[src/rtl/iter_shift_pkg.sv]
package iter_shift_pkg;

   typedef enum logic [1:0] {
      SH_SLL = 2'b00,
      SH_SRL = 2'b01,
      SH_SRA = 2'b10,
      SH_ALT = 2'b11
   } shift_op_e;

endpackage

[src/rtl/iter_shift_step.sv]
module iter_shift_step #(
   parameter int DATA_W = 32,
   parameter int STEP   = 1
) (
   input  logic [DATA_W-1:0] din,
   input  logic [1:0]        op,
   output logic [DATA_W-1:0] dout
);
   import iter_shift_pkg::*;

   generate
      if (STEP < 1 || STEP >= DATA_W) begin : g_bad_step
         $error("iter_shift_step: STEP must lie in 1..DATA_W-1");
      end
   endgenerate

   always_comb begin
      case (shift_op_e'(op))
         SH_SLL:  dout = din << STEP;
         SH_SRA:  dout = $signed(din) >>> STEP;
         default: dout = din >> STEP;
      endcase
   end

endmodule

[src/rtl/iter_shift_ctrl.sv]
module iter_shift_ctrl #(
   parameter int AMT_W       = 5,
   parameter int COARSE_STEP = 8
) (
   input  logic             clk,
   input  logic             rst,
   input  logic             start,
   input  logic [AMT_W-1:0] amt,
   output logic             load,
   output logic             advance,
   output logic             coarse,
   output logic             busy,
   output logic             done
);
   localparam logic [AMT_W-1:0] COARSE_AMT = AMT_W'(COARSE_STEP);
   localparam logic [AMT_W-1:0] FINE_AMT   = AMT_W'(1);

   logic [AMT_W-1:0] remain_q;
   logic [AMT_W-1:0] remain_next;

   assign load        = start && !busy;
   assign advance     = busy;
   assign coarse      = (remain_q >= COARSE_AMT);
   assign remain_next = remain_q - (coarse ? COARSE_AMT : FINE_AMT);

   always_ff @(posedge clk) begin
      if (rst) begin
         remain_q <= '0;
         busy     <= 1'b0;
         done     <= 1'b0;
      end else begin
         done <= 1'b0;
         if (load) begin
            remain_q <= amt;
            if (amt == '0) begin
               done <= 1'b1;
            end else begin
               busy <= 1'b1;
            end
         end else if (busy) begin
            remain_q <= remain_next;
            if (remain_next == '0) begin
               busy <= 1'b0;
               done <= 1'b1;
            end
         end
      end
   end

endmodule

[src/rtl/iter_shifter.sv]
module iter_shifter #(
   parameter int DATA_W      = 32,
   parameter int COARSE_STEP = 8,
   localparam int AMT_W      = $clog2(DATA_W)
) (
   input  logic              clk,
   input  logic              rst,
   input  logic              start,
   input  logic [1:0]        op,
   input  logic [DATA_W-1:0] operand,
   input  logic [AMT_W-1:0]  amt,
   output logic [DATA_W-1:0] result,
   output logic              busy,
   output logic              done
);
   localparam int N_RATES = 2;

   generate
      if (DATA_W < 2 || (DATA_W & (DATA_W - 1)) != 0) begin : g_bad_width
         $error("iter_shifter: DATA_W must be a power of two of at least 2");
      end
      if (COARSE_STEP < 2 || COARSE_STEP >= DATA_W) begin : g_bad_coarse
         $error("iter_shifter: COARSE_STEP must lie in 2..DATA_W-1");
      end
   endgenerate

   logic              load;
   logic              advance;
   logic              coarse;
   logic [1:0]        op_q;
   logic [DATA_W-1:0] acc_q;
   logic [DATA_W-1:0] stepped [N_RATES];

   iter_shift_ctrl #(
      .AMT_W       (AMT_W),
      .COARSE_STEP (COARSE_STEP)
   ) ctrl_i (
      .clk     (clk),
      .rst     (rst),
      .start   (start),
      .amt     (amt),
      .load    (load),
      .advance (advance),
      .coarse  (coarse),
      .busy    (busy),
      .done    (done)
   );

   generate
      for (genvar g = 0; g < N_RATES; g++) begin : g_rate
         localparam int STEP = (g == 0) ? COARSE_STEP : 1;
         iter_shift_step #(
            .DATA_W (DATA_W),
            .STEP   (STEP)
         ) step_i (
            .din  (acc_q),
            .op   (op_q),
            .dout (stepped[g])
         );
      end
   endgenerate

   always_ff @(posedge clk) begin
      if (rst) begin
         acc_q <= '0;
         op_q  <= '0;
      end else if (load) begin
         acc_q <= operand;
         op_q  <= op;
      end else if (advance) begin
         acc_q <= coarse ? stepped[0] : stepped[1];
      end
   end

   assign result = acc_q;

endmodule

[config.mk]
export PLATFORM = sky130hd
export DESIGN_NAME = iter_shifter
export DESIGN_NICKNAME = d
export VERILOG_FILES = /design/src/rtl/iter_shift_pkg.sv /design/src/rtl/iter_shift_step.sv /design/src/rtl/iter_shift_ctrl.sv /design/src/rtl/iter_shifter.sv
export SDC_FILE = /design/constraint.sdc
export NUM_CORES = 1
export LEC_CHECK = 0
export ABC_AREA = 0
export BUFFER_PORTS_ARGS = -buffer_cell sky130_fd_sc_hd__buf_2
export CAP_MARGIN = 10
export CORE_ASPECT_RATIO = 0.75
export CORE_MARGIN = 2
export CORE_UTILIZATION = 60
export CTS_CLUSTER_DIAMETER = 80
export DETAILED_ROUTE_END_ITERATION = 10
export GPL_ROUTABILITY_DRIVEN = 0
export PLACE_DENSITY = 0.87
export SLEW_MARGIN = 20
export SYNTH_ARGS = -nofsm -noshare
export SYNTH_HDL_FRONTEND = slang
export SYNTH_HIERARCHICAL = 1
export SYNTH_SLANG_ARGS = --single-unit
[constraint.sdc]
create_clock -name clk -period 4.95 [get_ports clk]
set_clock_uncertainty 0.15 [all_clocks]
set_input_delay 0.7425 -clock clk [delete_from_list [all_inputs] [get_ports clk]]
set_output_delay 0.7425 -clock clk [all_outputs]
set_load 0.01 [all_outputs]
==> run metrics <==
Post-CTS Repair Setup Buffers 0; Syn Area/Cell about 11 µm²; most common cell after layout, fill and taps aside buf_2; Post-Synth Adder-Cell Area less than 1%; ANT cells 0; sequential fraction of the synthesis area around a quarter; total track usage a little over a quarter; pre-CTS WS about 1.8 ns; worst rel slew slack 27.6%; CP arrival around 2.8 ns; CTS tree built; number of setup violations in the final report 0; Post-Layout Cell Count ~460; unrepaired setup endpoints after global routing false; endpoints failing hold 0; Post-Route WL 8240 µm; H-tree depth 2; VDD IR max about 0.14 mV; remaining global-route overflow 0; Via density roughly 6; Wirelength per Cell approximately 18 µm; IO Pins between 70 and 80; #FFs+latches synth roughly 40; Hold Slack 0.456 ns; dpl hpwl 5440 µm; Buffers & Inverters on Critical Path 4; Synth Net Count ~370; maxcap violations 0; port bufs 75; fin nets 421; Clock Latency Late Sink approximately 0.30 ns; Hold Path Class reg -> reg; largest family of logic cells by synthesized area multiplexers; Yosys warnings 6; Worst Hold Launch ctrl_i/remain_q[0]$_SDFFE_PP0P_; most frequent cells in the layout 75 x buf_2, 41 x dfxtp_1, 41 x mux2_4; slowest CP cell or3b_1; status finished clean; utilization after layout ~68%; pin count of the biggest net entering global routing 75; Power, Total a little over 1 mW; met1 Use GR a little under two fifths; setup TNS 0 ns; Pleak 1.67 nW; period utilization a little under three fifths; die area roughly 6500 µm²; top cells by area, synth dfxtp_1 23%, mux2_4 18%, o221ai_2 13%, mux2i_1 10%, or4b_1 9.2%; Max Slew Vio Count 0; Synth area leader dfxtp_1; Async SR Flop Fraction 0%; Initial Utilization roughly three fifths; antenna violations before repair 0; Core Area roughly 5700 µm²; Crit path largest cell delay 0.64 ns; Setup WS post-layout about 2.1 ns; Yosys cell types 38; first-pass GRT wire length 13600 µm; DRT antenna net count 0; Area Overhead vs Synth 11.0%; crit-path max FO 67; Design Area, Final just under 4000 µm²; Post-Synth Simple-Gate Area between 20% and 30%; cell class contributing the biggest share of worst-path delay buffers and inverters; required time worst endpoint 4.96 ns; Residual DRC 0; GRT Max-Usage Layer met2; Post-Synth XOR/XNOR Area less than 1%; first drt pass iteration count 4; vias in the first global route between 2000 and 3000; met3 usage ~4.4%; Cells after Synth roughly 330; Die W 92.1 µm; Main synth FF type dfxtp_1; post-route minimum period roughly 2.8 ns; Critical Path Start start; PostCTS Resize Cnt 0; routing usage on met2 40.6%; Die Ht around 70 µm; worst path cell trace buf_2, nand2b_1, inv_1, buf_4, or3b_1, buf_4, o221ai_2; area share of the largest cell type after synthesis 23.5%; Critical Path Source Type input port; Rows 24; Crit Path Class in -> reg; Synth Area in Compound Gates around 18%; most numerous cell on the critical path buf_4; Worst-Margin Slew between 1 and 1.5 ns; # clock sinks 41; clock buffer depth 2; Num CTS Buffers 5; Post-Place Cells 447; Peak Freq approximately 350 MHz; share of cells above drive strength 1 a little under half; Initial DRC Count around 190; post-synthesis mux area share between 20% and 30%; synthesized area between 3000 and 4000 µm²; DR vias around 2800; Post-synth EDFFs 0; CTS clk-pin slew, worst paths roughly 0.080 ns; DP Area about 3800 µm²; P per Cell Area roughly 260 nW/µm²; R2R Path Start ctrl_i/remain_q[4]$_SDFFE_PP0P_; FF-to-FF setup slack around 2.2 ns; Root Driver clkbuf_8; hold buffer count at cts 0; Critical Path End Type flip-flop
## routing by layer
layer | part of all wire (%) | vias up | routed length, µm
li1 | - | 1345 | -
met1 | 48 | 1353 | 3980
met2 | 46 | 77 | 3760
met3 | 5.1 | 8 | 424
met4 | 0.93 | 0 | 77
met5 | 0 | - | 0
## power breakdown
part | total, mW | leakage [nW] | switching [mW] | internal, mW
combinational | 0.364 | 1.28 | 0.179 | 0.185
sequential | 0.407 | 0.337 | 0.0480 | 0.359
clock | 0.248 | 0.0542 | 0.122 | 0.126
## worst min-delay path, cell delays in order (launching register included)
cell and delay (ns):
dfxtp_1 0.30, inv_1 0.06, o211a_1 0.16, a211oi_1 0.04
## synth_stat cells (2+ instances only)
master,count
a21oi_1,9
clkbuf_1,10
dfxtp_1,41
nand2_1,35
buf_4,3
or4b_1,32
mux2_4,41
buf_2,11
o211a_1,2
nor2_1,3
o221ai_2,30
nor2b_1,11
mux2_2,6
ha_1,2
xnor2_1,2
inv_1,5
o21a_1,2
mux2i_1,36
buf_6,10
a211oi_1,6
nand2b_1,11
## cell type report
class | instances | area (µm²)
multi-input cells | 244 | 2410
fillers | 458 | 1830
flip-flops and latches | 41 | 821
repair buffers | 80 | 433
well taps | 78 | 97.6
clock buffers | 7 | 96.3
inverters | 5 | 18.8
clock inverters | 1 | 5.00
## sequential cells by signal, summed over array words and instances, names as in the netlist
register,flops
result,32
ctrl_i/remain_q,5
op_q,2
ctrl_i/advance,1
ctrl_i/done,1
## worst paths after layout
kind | cells after the start | to
setup / recovery | 7 | result[1]$_SDFFE_PP0P_
hold / removal | 3 | ctrl_i/remain_q[0]$_SDFFE_PP0P_
setup reg to reg | 7 | ctrl_i/remain_q[4]$_SDFFE_PP0P_
hold reg to reg | 3 | ctrl_i/remain_q[0]$_SDFFE_PP0P_
## kinds of logic after synthesis
kind of cell | count (synthesis)
mux | 83
fa+ha+maj | 2
flops | 41
buf+inv | 40
simple gates | 103
compound gates | 54
xor+xnor | 2
Power figures use the tool's default switching activity.
